## config.mk

```make
export PLATFORM = sky130hd
export DESIGN_NAME = buzz_tone_top
export DESIGN_NICKNAME = d
export VERILOG_FILES = /design/src/rtl/buzz_pkg.sv /design/src/rtl/buzz_timebase.sv /design/src/rtl/buzz_divider.sv /design/src/rtl/buzz_pinmux.sv /design/src/rtl/buzz_tone_top.sv
export SDC_FILE = /design/constraint.sdc
export NUM_CORES = 1
export LEC_CHECK = 0
export BUFFER_PORTS_ARGS = -buffer_cell sky130_fd_sc_hd__buf_2
export CORE_MARGIN = 8
export CORE_UTILIZATION = 58
export CTS_CLUSTER_DIAMETER = 100
export DETAILED_ROUTE_END_ITERATION = 8
export PLACE_DENSITY = 0.82
export SLEW_MARGIN = 40
export SYNTH_ARGS = -nofsm -noshare
export SYNTH_HDL_FRONTEND = slang
export SYNTH_SLANG_ARGS = --single-unit
```

## constraint.sdc

```tcl
create_clock -name clk -period 8 [get_ports clk]
set_input_delay 0 -clock clk [delete_from_list [all_inputs] [get_ports clk]]
set_output_delay 0 -clock clk [all_outputs]
set_load 0.05 [all_outputs]
```

## src/rtl/buzz_pkg.sv

```systemverilog
package buzz_pkg;
  typedef enum logic [1:0] {
    PM_GPIO   = 2'b00,
    PM_PAIR   = 2'b01,
    PM_SINGLE = 2'b10,
    PM_ALT    = 2'b11
  } pin_mode_e;

  typedef enum logic [1:0] {
    SRC_XTAL = 2'b00,
    SRC_RC   = 2'b01,
    SRC_SYS  = 2'b10,
    SRC_SYSB = 2'b11
  } tb_src_e;

  localparam int SEL_W  = 3;
  localparam int N_MIN  = 2;
  localparam int N_PINS = 2;
endpackage

```

## src/rtl/buzz_timebase.sv

```systemverilog
module buzz_timebase #(
  parameter int SYS_DIV = 4
) (
  input  logic       clk,
  input  logic       rst,
  input  logic       xtal_tick,
  input  logic       rc_tick,
  input  logic [1:0] src_sel,
  output logic       tb_tick
);
  import buzz_pkg::*;

  logic sys_tick;

  generate
    if (SYS_DIV > 1) begin : g_pre
      localparam int PW = $clog2(SYS_DIV);
      logic [PW-1:0] pre_cnt;
      always_ff @(posedge clk) begin
        if (rst) pre_cnt <= '0;
        else if (pre_cnt == PW'(SYS_DIV - 1)) pre_cnt <= '0;
        else pre_cnt <= pre_cnt + 1'b1;
      end
      assign sys_tick = (pre_cnt == PW'(SYS_DIV - 1));
    end else begin : g_nopre
      assign sys_tick = 1'b1;
    end
  endgenerate

  logic sel_tick;
  always_comb begin
    unique case (tb_src_e'(src_sel))
      SRC_XTAL: sel_tick = xtal_tick;
      SRC_RC:   sel_tick = rc_tick;
      default:  sel_tick = sys_tick;
    endcase
  end

  always_ff @(posedge clk) begin
    if (rst) tb_tick <= 1'b0;
    else     tb_tick <= sel_tick;
  end

  generate
    if (SYS_DIV > 1) begin : g_chk
      p_sys_spacing_r2: assert property (@(posedge clk) disable iff (rst)
        sys_tick |=> !sys_tick);
    end
  endgenerate
endmodule

```

## src/rtl/buzz_divider.sv

```systemverilog
module buzz_divider
  import buzz_pkg::*;
#(
  parameter int DSEL_W = SEL_W,
  parameter int NMIN   = N_MIN
) (
  input  logic              clk,
  input  logic              rst,
  input  logic              tb_tick,
  input  logic [DSEL_W-1:0] div_sel,
  output logic              tone
);
  localparam int CNT_W = NMIN + (1 << DSEL_W) - 2;

  logic [DSEL_W-1:0] act_sel;
  logic [CNT_W-1:0]  cnt;
  logic [CNT_W:0]    one_sh;
  logic [CNT_W-1:0]  half_m1;
  logic              wrap;

  always_comb begin
    one_sh  = (CNT_W+1)'(1) << (32'(act_sel) + NMIN - 1);
    half_m1 = CNT_W'(one_sh - 1'b1);
    wrap    = tb_tick && (cnt == half_m1);
  end

  always_ff @(posedge clk) begin
    if (rst) begin
      cnt     <= '0;
      tone    <= 1'b0;
      act_sel <= div_sel;
    end else if (tb_tick) begin
      if (wrap) begin
        cnt     <= '0;
        tone    <= ~tone;
        act_sel <= div_sel;
      end else begin
        cnt <= cnt + 1'b1;
      end
    end
  end

  p_cnt_bound_r3: assert property (@(posedge clk) disable iff (rst)
    cnt <= half_m1);
  p_toggle_on_tick_r3: assert property (@(posedge clk) disable iff (rst)
    !tb_tick |=> $stable(tone));
  p_sel_at_toggle_r4: assert property (@(posedge clk) disable iff (rst)
    !$stable(act_sel) |-> (tone != $past(tone)));
endmodule

```

## src/rtl/buzz_pinmux.sv

```systemverilog
module buzz_pinmux
  import buzz_pkg::*;
#(
  parameter int NP = N_PINS
) (
  input  logic          clk,
  input  logic          rst,
  input  logic          tone,
  input  logic [1:0]    pin_mode,
  input  logic [NP-1:0] port_dat,
  input  logic [NP-1:0] port_dir,
  output logic [NP-1:0] pin_out,
  output logic [NP-1:0] pin_oe
);
  logic [NP-1:0] nxt_out;

  always_comb begin
    nxt_out = port_dat;
    unique case (pin_mode_e'(pin_mode))
      PM_PAIR: begin
        nxt_out[0] = port_dat[0] & tone;
        nxt_out[1] = port_dat[0] & ~tone;
      end
      PM_SINGLE: nxt_out[0] = port_dat[0] & tone;
      default:   nxt_out = port_dat;
    endcase
  end

  for (genvar i = 0; i < NP; i++) begin : g_pin
    always_ff @(posedge clk) begin
      if (rst) begin
        pin_out[i] <= 1'b0;
        pin_oe[i]  <= 1'b0;
      end else begin
        pin_out[i] <= nxt_out[i];
        pin_oe[i]  <= ~port_dir[i];
      end
    end
    p_oe_dir_r10: assert property (@(posedge clk) disable iff (rst)
      1'b1 |=> (pin_oe[i] == !$past(port_dir[i])));
  end

  p_pair_inverse_r6: assert property (@(posedge clk) disable iff (rst)
    (pin_mode == 2'b01 && port_dat[0]) |=> (pin_out[1] != pin_out[0]));
  p_gate_off_r8: assert property (@(posedge clk) disable iff (rst)
    (pin_mode == 2'b01 && !port_dat[0]) |=> (pin_out == '0));
  p_gpio_pass_r5: assert property (@(posedge clk) disable iff (rst)
    (pin_mode == 2'b00) |=> (pin_out == $past(port_dat)));
endmodule

```

## src/rtl/buzz_tone_top.sv

```systemverilog
module buzz_tone_top
  import buzz_pkg::*;
#(
  parameter int SYS_DIV = 4,
  parameter int DSEL_W  = SEL_W
) (
  input  logic              clk,
  input  logic              rst,
  input  logic              xtal_tick,
  input  logic              rc_tick,
  input  logic [1:0]        src_sel,
  input  logic [DSEL_W-1:0] div_sel,
  input  logic [1:0]        pin_mode,
  input  logic [1:0]        port_dat,
  input  logic [1:0]        port_dir,
  output logic              pin0_out,
  output logic              pin0_oe,
  output logic              pin1_out,
  output logic              pin1_oe
);
  logic       tb_tick;
  logic       tone;
  logic [1:0] p_out;
  logic [1:0] p_oe;

  buzz_timebase #(.SYS_DIV(SYS_DIV)) u_tb (
    .clk(clk), .rst(rst), .xtal_tick(xtal_tick), .rc_tick(rc_tick),
    .src_sel(src_sel), .tb_tick(tb_tick)
  );

  buzz_divider #(.DSEL_W(DSEL_W), .NMIN(N_MIN)) u_div (
    .clk(clk), .rst(rst), .tb_tick(tb_tick), .div_sel(div_sel), .tone(tone)
  );

  buzz_pinmux #(.NP(2)) u_mux (
    .clk(clk), .rst(rst), .tone(tone), .pin_mode(pin_mode),
    .port_dat(port_dat), .port_dir(port_dir), .pin_out(p_out), .pin_oe(p_oe)
  );

  assign pin0_out = p_out[0];
  assign pin1_out = p_out[1];
  assign pin0_oe  = p_oe[0];
  assign pin1_oe  = p_oe[1];
endmodule

```

==> impl_metrics.ini, run 1 <==
[clock_network]
cts_num_sinks = 19
cts_tree = yes
clkTransAtPathRegs_ns = 0.11
clk_latency_ns = 0.30
clockRootBuffer = clkbuf_4
htreeDepth = 1
cts_made_buffers = 3
cts_max_path_buffers = 2
ctsResizeCount = 0

[global_routing]
grt_pass1_wl_mm = 4.153
antenna_found_initial = 0
grt_start_max_net_pins = 12
grt_overflow = 0
grt_usage_pct = 15.55
grt_pass1_vias = 966

[placed_design]
dpl.hpwl_mm = 1.774
finalWeightedCongestion = 0.8970
dpl_cell_area_sq_um = 1205
portBuffers = 18
dp_slack_ns = 4.957

[critical_path]
critical_path.endpoint = u_div.act_sel[1]
cp.required_ns = 7.94
worstPathArrival_ns = 3.11
path_class = flop to flop
crit_start = u_div.act_sel[1]
r2r-end = u_div.act_sel[1]
critPathCaptureType = flop
ff2ff_setup_slack_ns = 4.83
r2r-start = u_div.act_sel[1]
worstPathMaxFanout = 11
r2r_cells = 8
cp-start-kind = flop

[die]
die_x_microns = 59.37
core_area_sq_um = 1745
start_util_pct = 62.51
ios = 19
die_height_microns = 59.37
rows = 15
die_area_sq_um = 3525

[logic_synthesis]
synth_top_area_cell = dfxtp_1
synth_fp_nets = 137
synth_area_leaders = dfxtp_1 (29%), ha_1 (15%), edfxtp_1 (8.3%)
syn-cell-area_sq_um = 1091
ys_seq_area_share_pct = 37.61
syn_area_per_cell_sq_um = 10.01
synth_seq_cells = 19
yosys_warnings = 0
ys_types = 30
yosysTopAreaCellShare_pct = 29.36
synthCells = 109

[timing]
fin_ws_ns = 4.830
period_needed_ns = 3.170
skew_ns = 0.01060
layout_worst_path_cycle_share_pct = 39.63
setup_viol = 0
max_freq_ghz = 0.3155
setup_tns_ns = 0
finalHoldViolCount = 0
finalMaxSlewViolations = 0
slew-limit-headroom_pct = 56.85
hold_ws_ns = 0.06023
rsz0062_at_grt = no
worstMarginPinSlew_ns = 0.6450

[power_and_ir_drop]
ir_worst_vdd_mv = 0.09806
power_density_nw_per_um2 = 141.9
power_leakage_uw = 0.0006205

[min_path]
hold_path_startpoint = pin_mode[0]
hold_depth = 3
hp-class = input port to flop

[cells_and_area]
design_area_sq_um = 1361
syn2layout_area_growth_pct = 24.77
mostFrequentLayoutCells = buf_2 (18), dfxtp_1 (16), nor2_1 (13), ha_1 (13), dlygate4sd3_1 (13)
final_nets = 171
antenna_cells = 0
final_common_cell = buf_2
drive_gt1_share_pct = 17.61

[status]
status = finished, final reports clean

[run]
maxCapViolations = 0

[route]
detail_route.wirelength_mm = 2.656
ant_nets = 0
drcViolationCount = 0
dr.pass1.iters = 4
dr_total_vias = 944
drt-wirelength-per-cell_microns = 15.90
drt_iter0_markers = 24
avgViaCountPerCell = 5.653
cell families (layout without fill, tap and decap cells):
family,after synthesis,after routing,share of synthesized area [%]
muxes,4,4,3.784
and+or+nand+nor,37,37,17.43
AOI/OAI and AO/OA,14,14,11.47
DFF,19,19,37.62
adders and majority gates,13,13,14.91
xor gates and xnor gates,13,13,11.70
buffers and inverters,9,42,3.097
state kept, by name (all words and copies together), names as in the netlist:
register / cells
u_div.act_sel: 3
u_div.cnt: 8
u_div.tone: 1
u_mux.pin_oe: 2
u_mux.pin_out: 2
u_tb.g_pre.pre_cnt: 2
u_tb.tb_tick: 1
power by group:
group / internal, uW / leakage [uW] / switching (uW)
Clock: 19.4 / 0.0000150 / 30.2
Combinational: 17.6 / 0.000446 / 20.5
Sequential: 101 / 0.000160 / 4.27
Total: 138 / 0.000621 / 54.9
synthesized netlist by cell type, drive strengths merged:
master and n:
o211a 1, a31oi 2, nand2 5, dfxtp 16, nor2b 2, nor3 1
nand3b 1, a311oi 1, a21oi 5, o21ai 2, o311ai 1, clkbuf 2
xnor2 6, nand4 5, nand3 2, nand4bb 1, xnor3 1, nor3b 1
nor2 13, mux2 1, nor4 1, inv 7, and3 2, edfxtp 3
mux2i 3, o41ai 1, o221ai 1, nand2b 3, xor2 6, ha 13
cell type report:
class | count | area [sq um]
multi-input combinational | 81 | 646.9
sequential | 19 | 410.4
fill | 133 | 384.1
timing repair buffer | 31 | 220.2
tap | 25 | 31.28
clock buffer | 4 | 26.28
inverter | 7 | 26.28
per-stage QoR:
step,total power (uW),std cells,utilization (%)
2_1_floorplan,130.2,109,-
3_3_place_gp,137.7,150,69.03
3_5_place_dp,139.7,150,69.03
4_1_cts,190.5,167,77.99
5_1_grt,200.9,167,77.99
6_report,193.2,167,77.99
critical path, cell delays in order (launching register included):
cell and delay, ns:
edfxtp_1 0.53, ha_1 0.31, inv_1 0.11, a21oi_1 0.06, ha_1 0.40, nand4bb_1 0.20, o221ai_1 0.29, o311ai_2 0.21
o41ai_4 0.70
routing by layer:
| metal | track usage (%) | up-vias | routed length [microns] | part of all wire (%) |
|---|---|---|---|---|
| li1 | - | 446 | - | - |
| met1 | 15.67 | 456 | 1036 | 39 |
| met2 | 27.73 | 30 | 1365 | 51 |
| met3 | 4.121 | 12 | 150 | 5.6 |
| met4 | 9.215 | 0 | 104 | 3.9 |
| met5 | 0 | - | 0 | 0 |
what timing repair did:
| action | 4_1_cts | 5_1_grt |
|---|---|---|
| hold buffers | 13 | 0 |
| endpoints found under the hold margin | 10 | 0 |
| buffers inserted | 0 | 0 |
worst min-delay path by stage:
| stage | endpoint | slack, ns |
|---|---|---|
| after global routing | u_mux.pin_out[0] | 0.06 |
| after detailed placement | u_mux.pin_oe[0] | 0.16 |
| after global placement | u_mux.pin_oe[1] | 0.15 |
| after CTS | u_mux.pin_out[0] | 0.07 |
| final | u_mux.pin_out[0] | 0.06 |
| after floorplan | u_mux.pin_oe[0] | 0.07 |
Note: power is estimated with default switching activity, not from simulation.
==> run 2, diff against run 1 <==
--- a/config.mk
+++ b/config.mk
@@ -7,10 +7,10 @@
 export LEC_CHECK = 0
 export BUFFER_PORTS_ARGS = -buffer_cell sky130_fd_sc_hd__buf_2
 export CORE_MARGIN = 8
-export CORE_UTILIZATION = 58
+export CORE_UTILIZATION = 54
 export CTS_CLUSTER_DIAMETER = 100
 export DETAILED_ROUTE_END_ITERATION = 8
-export PLACE_DENSITY = 0.82
+export PLACE_DENSITY = 0.77
 export SLEW_MARGIN = 40
 export SYNTH_ARGS = -nofsm -noshare
 export SYNTH_HDL_FRONTEND = slang
==> constraint.sdc (replaced) <==
create_clock -name clk -period 3.26 [get_ports clk]
set_input_delay 0 -clock clk [delete_from_list [all_inputs] [get_ports clk]]
set_output_delay 0 -clock clk [all_outputs]
set_load 0.05 [all_outputs]
==> impl_metrics.ini, run 2 (same netlist as run 1, synthesis figures left out) <==
[die]
die_area_sq_um = 3715
die_height_microns = 60.95
start_util_pct = 56.19
core_area_sq_um = 1942
ios = 19
rows = 16
die_x_microns = 60.95

[critical_path]
cp-start-kind = flop
path_class = flop to flop
critPathBufInv = 1
crit_family = compound AO/OA/AOI/OAI gates
max_stage_delay_ns = 0.72
critPathCaptureType = flop
worstPathArrival_ns = 2.98
worstPathMaxFanout = 11
cp_slowest_cell = o41ai_4
cp.required_ns = 3.21
cp_cell_sequence = ha_1 > inv_1 > a21oi_1 > ha_1 > nand4bb_1 > o221ai_1 > o311ai_2 > o41ai_4
crit_top_cell = ha_1

[clock_network]
cts_max_path_buffers = 2
clk_latency_ns = 0.30
htreeDepth = 1
cts_tree = yes
cts_num_sinks = 19
clkTransAtPathRegs_ns = 0.11
cts_made_buffers = 3
clockRootBuffer = clkbuf_4
ctsResizeCount = 0

[cells_and_area]
antenna_cells = 0
largest_registers = u_div.cnt: 8 flops, u_div.act_sel: 3 flops
mostFrequentLayoutCells = buf_2 (18), dfxtp_1 (16), nor2_1 (13), ha_1 (13), dlygate4sd3_1 (12)
drive_gt1_share_pct = 18.44
design_area_sq_um = 1355
top_register = u_div.cnt
syn2layout_area_growth_pct = 24.20
final_common_cell = buf_2
final_nets = 170
largest_reg_flops = 8

[power_and_ir_drop]
power_leakage_uw = 0.0006171
pwr-share-seq_pct = 54.7
ir_worst_vdd_mv = 0.3640
p_clk_share_pct = 25.9
power_density_nw_per_um2 = 348.3
power.total_uw = 472.0
comb_power_share_pct = 19.5
internal_power_uw = 336.6
power.share.switching_pct = 28.68
power.switching_uw = 135.4

[status]
status = finished, final reports clean

[global_routing]
grt_start_max_net_pins = 12
grt_pass1_vias = 875
grt_overflow = 0
grt_pass1_wl_mm = 3.712
grt_usage_pct = 13.73
antenna_found_initial = 0

[min_path]
hp-class = input port to flop

[route]
avgViaCountPerCell = 5.226
dr_total_vias = 878
drt-wirelength-per-cell_microns = 14.35
drt_iter0_markers = 27
drcViolationCount = 0
ant_nets = 0
detail_route.wirelength_mm = 2.410
dr.pass1.iters = 4

[timing]
rsz0062_at_grt = no
slew-limit-headroom_pct = 54.99
worstMarginPinSlew_ns = 0.6729
layout_worst_path_cycle_share_pct = 92.88
max_freq_ghz = 0.3303
setup_viol = 0
hold_ws_ns = 0.05306
period_needed_ns = 3.028
skew_ns = 0.0006166
setup_tns_ns = 0
finalHoldViolCount = 0
finalMaxSlewViolations = 0

[placed_design]
dpl.hpwl_mm = 1.647
dpl_cell_area_sq_um = 1207
finalWeightedCongestion = 0.9152
portBuffers = 18

[run]
maxCapViolations = 0
run 2: stage by stage:
| step | setup WS, ns | instances | utilization, % |
|---|---|---|---|
| 2_1_floorplan | 0.5639 | 109 | - |
| 3_3_place_gp | 0.3999 | 152 | 62.18 |
| 3_5_place_dp | 0.2956 | 152 | 62.18 |
| 4_1_cts | 0.2855 | 168 | 69.78 |
| 5_1_grt | 0.1002 | 168 | 69.78 |
| 6_report | 0.2322 | 168 | 69.78 |
run 2: layout make-up:
class	instances	area, sq um
Clock buffer	3	22.52
Clock inverter	1	5.005
Tap cell	27	33.78
Fill cell	149	586.8
Inverter	7	26.28
Multi-Input combinational cell	81	646.9
Sequential cell	19	410.4
Timing Repair Buffer	30	210.2
run 2: worst reg2reg max path: cells and delay by family (launching register included):
kind / cells / cell delay (ns)
AOI/OAI and AO/OA: 4 / 1.17
buffers and inverters: 1 / 0.08
adders and majority gates: 2 / 0.69
and+or+nand+nor: 1 / 0.21
DFF: 1 / 0.52
run 2: power groups by stage:
stage                     sequential (uW)  combinational (uW)  clock [uW]
after detailed placement              263                79.1           0
after global placement                262                76.0           0
after CTS                             258                90.7         120
after global routing                  260                99.4         135
final                                 258                91.9         122
after floorplan                       269                50.1           0
run 2: timing repair:
item                                   in CTS  in global routing
hold buffers                               12                  0
endpoints found under the hold margin      10                  0
buffers inserted                            0                  0
run 2: metal layers:
layer  wire length, microns  part of all wire, %  up-vias  GRT usage, %
met2                   1280                   53       22         24.59
met5                      0                    0        -             0
met1                    982                   41      408         14.09
met4                     40                  1.7        0         7.973
li1                       -                    -      444             -
met3                    105                  4.4        4         3.390
run 2: final timing paths:
kind / cells after the start / start / slack (ns) / end
max: 8 / u_div.act_sel[1] / 0.23 / u_div.act_sel[1]
min: 3 / pin_mode[0] / 0.05 / u_mux.pin_out[0]
max reg2reg: 8 / u_div.act_sel[1] / 0.23 / u_div.act_sel[1]
min reg2reg: 1 / u_tb.g_pre.pre_cnt[0] / 0.44 / u_tb.g_pre.pre_cnt[0]
==> run 3, diff against run 2 <==
--- a/config.mk
+++ b/config.mk
@@ -7,11 +7,12 @@
 export LEC_CHECK = 0
 export BUFFER_PORTS_ARGS = -buffer_cell sky130_fd_sc_hd__buf_2
 export CORE_MARGIN = 8
-export CORE_UTILIZATION = 54
+export CORE_UTILIZATION = 53
 export CTS_CLUSTER_DIAMETER = 100
 export DETAILED_ROUTE_END_ITERATION = 8
 export PLACE_DENSITY = 0.77
 export SLEW_MARGIN = 40
 export SYNTH_ARGS = -nofsm -noshare
 export SYNTH_HDL_FRONTEND = slang
+export SYNTH_HIERARCHICAL = 1
 export SYNTH_SLANG_ARGS = --single-unit
==> impl_metrics.ini, run 3 <==
[power_and_ir_drop]
power_leakage_uw = 0.0004930
ir_worst_vdd_mv = 0.2852
power.total_uw = 444.8
power_density_nw_per_um2 = 372.6

[clock_network]
clockRootBuffer = clkbuf_4
cts_max_path_buffers = 2
post_cts.repair.setup_buffers = 0
htreeDepth = 1
cts_made_buffers = 3
clk_latency_ns = 0.29
clkTransAtPathRegs_ns = 0.11
ctsResizeCount = 0
cts_tree = yes
cts_num_sinks = 19

[timing]
setup_viol = 0
period_needed_ns = 2.649
skew_ns = 0.01147
layout_worst_path_cycle_share_pct = 81.27
finalHoldViolCount = 0
max_freq_ghz = 0.3774
setup_tns_ns = 0
fin_ws_ns = 0.6105
hold_ws_ns = 0.01836
rsz0062_at_grt = no
finalMaxSlewViolations = 0

[placed_design]
dpl.hpwl_mm = 1.469
portBuffers = 18
dp_slack_ns = 0.6435
finalWeightedCongestion = 0.7836

[global_routing]
grt_usage_pct = 11.92
grt_start_max_net_pins = 13
grt_overflow = 0
grt_pass1_vias = 790
antenna_found_initial = 0
grt_pass1_wl_mm = 3.215

[die]
rows = 15
core_area_sq_um = 1745
die_x_microns = 59.11
die_area_sq_um = 3493
start_util_pct = 56.42
die_height_microns = 59.11
ios = 19

[run]
maxCapViolations = 0

[cells_and_area]
mostFrequentLayoutCells = buf_2 (18), dfxtp_1 (16), nor2_1 (13), dlygate4sd3_1 (8), xor2_1 (7)
final_nets = 145
top_register = u_div/cnt
largest_registers = u_div/cnt: 8 flops, u_div/act_sel: 3 flops
largest_reg_flops = 8
syn2layout_area_growth_pct = 21.22
drive_gt1_share_pct = 27.20
final_common_cell = buf_2
antenna_cells = 0

[route]
dr_total_vias = 759
ant_nets = 0
detail_route.wirelength_mm = 1.913
drt-wirelength-per-cell_microns = 12.75
dr.pass1.iters = 3
drt_iter0_markers = 8
drcViolationCount = 0
avgViaCountPerCell = 5.060

[critical_path]
worstPathArrival_ns = 2.65
critPathCaptureType = flop
cp.required_ns = 3.26
worstPathMaxFanout = 9
cp-start-kind = flop
path_class = flop to flop

[logic_synthesis]
synthFlopType = dfxtp_1
ys_seq_area_share_pct = 41.68
synth_top_area_cell = dfxtp_1
synth_common_cells = dfxtp_1 (16), nor2_1 (13), xor2_1 (7), xnor2_1 (5)
synth_edf_count = 3
yosysMostFrequentCell = dfxtp_1
syn_area_per_cell_sq_um = 10.05
syn-cell-area_sq_um = 984.7
yosysTopAreaCellShare_pct = 32.53
async_flop_share_pct = 0
yosys_warnings = 6
synth_fp_nets = 117
ys_types = 43
synth_area_leaders = dfxtp_1 (33%), edfxtp_1 (9.1%), xor2_1 (6.2%)
synth_seq_cells = 19
synthCells = 98

[min_path]
hp-class = input port to flop

[status]
status = finished, final reports clean
==> run 3: changes by cell type after synthesis, moves of 2 or more <==
cell,delta
a31oi_1,-2
nand4_1,-2
inv_1,-3
a21oi_1,-3
nor4b_1,+2
ha_1,-9
mux2i_1,-2
==> run 3: layer usage <==
layer	vias to the layer above	track usage, %	wire length (microns)
met1	352	12.33	820
met2	8	21.81	1034
met5	-	0	0
met3	2	3.254	50
li1	397	-	-
met4	0	5.119	9
==> run 3: metrics by stage <==
| step | utilization, % | instance area (sq um) | std cells |
|---|---|---|---|
| floorplan | - | 984.7 | 98 |
| global placement | 62.22 | 1086 | 138 |
| detailed placement | 62.22 | 1086 | 138 |
| CTS | 68.39 | 1194 | 150 |
| global route | 68.39 | 1194 | 150 |
| finish | 68.39 | 1194 | 150 |
==> run 3: path summary, 6_finish.rpt <==
kind	startpoint	slack (ns)	cells past startpoint	to
worst max-delay path	u_div/act_sel[1]	0.61	6	u_div/act_sel[2]
worst max register to register	u_div/act_sel[1]	0.61	6	u_div/act_sel[2]
worst min register to register	u_tb/g_pre.pre_cnt[0]	0.45	1	u_tb/g_pre.pre_cnt[0]
worst min-delay path	rst	0.02	2	u_tb/tb_tick
==> run 3: layout make-up <==
type / instances / area (sq um)
Inverter: 4 / 15.01
Clock buffer: 3 / 22.52
Sequential cell: 19 / 410.4
Multi-Input combinational cell: 72 / 539.3
Fill cell: 134 / 551.8
Tap cell: 25 / 31.28
Timing Repair Buffer: 26 / 170.2
Clock inverter: 1 / 5.005
==> run 3: logic make-up (layout without fill, tap and decap cells) <==
family | after synthesis | count (layout) | synth area share (%)
and+or+nand+nor | 39 | 39 | 22.87
DFF | 19 | 19 | 41.68
AOI/OAI and AO/OA | 14 | 14 | 13.60
xor gates and xnor gates | 12 | 12 | 10.67
buffers and inverters | 7 | 34 | 3.556
adders and majority gates | 4 | 4 | 5.083
muxes | 2 | 2 | 2.160
other | 1 | 1 | 0.3808
==> run 3: where the power goes <==
group          internal, uW  switching (uW)
Combinational          35.7            36.9
Clock                  45.6            67.7
Sequential              249            9.77
==> run 3: critical path: stages (launching register included) <==
cell	delay, ns
edfxtp_1	0.51
or3_2	0.49
ha_1	0.28
and3_2	0.24
nor3_1	0.23
xor2_1	0.34
a31o_4	0.27
==> run 3: timing repair <==
item | in CTS | in global routing
endpoints found under the hold margin | 8 | 0
setup endpoints to repair | 0 | 0
hold buffers | 8 | 0
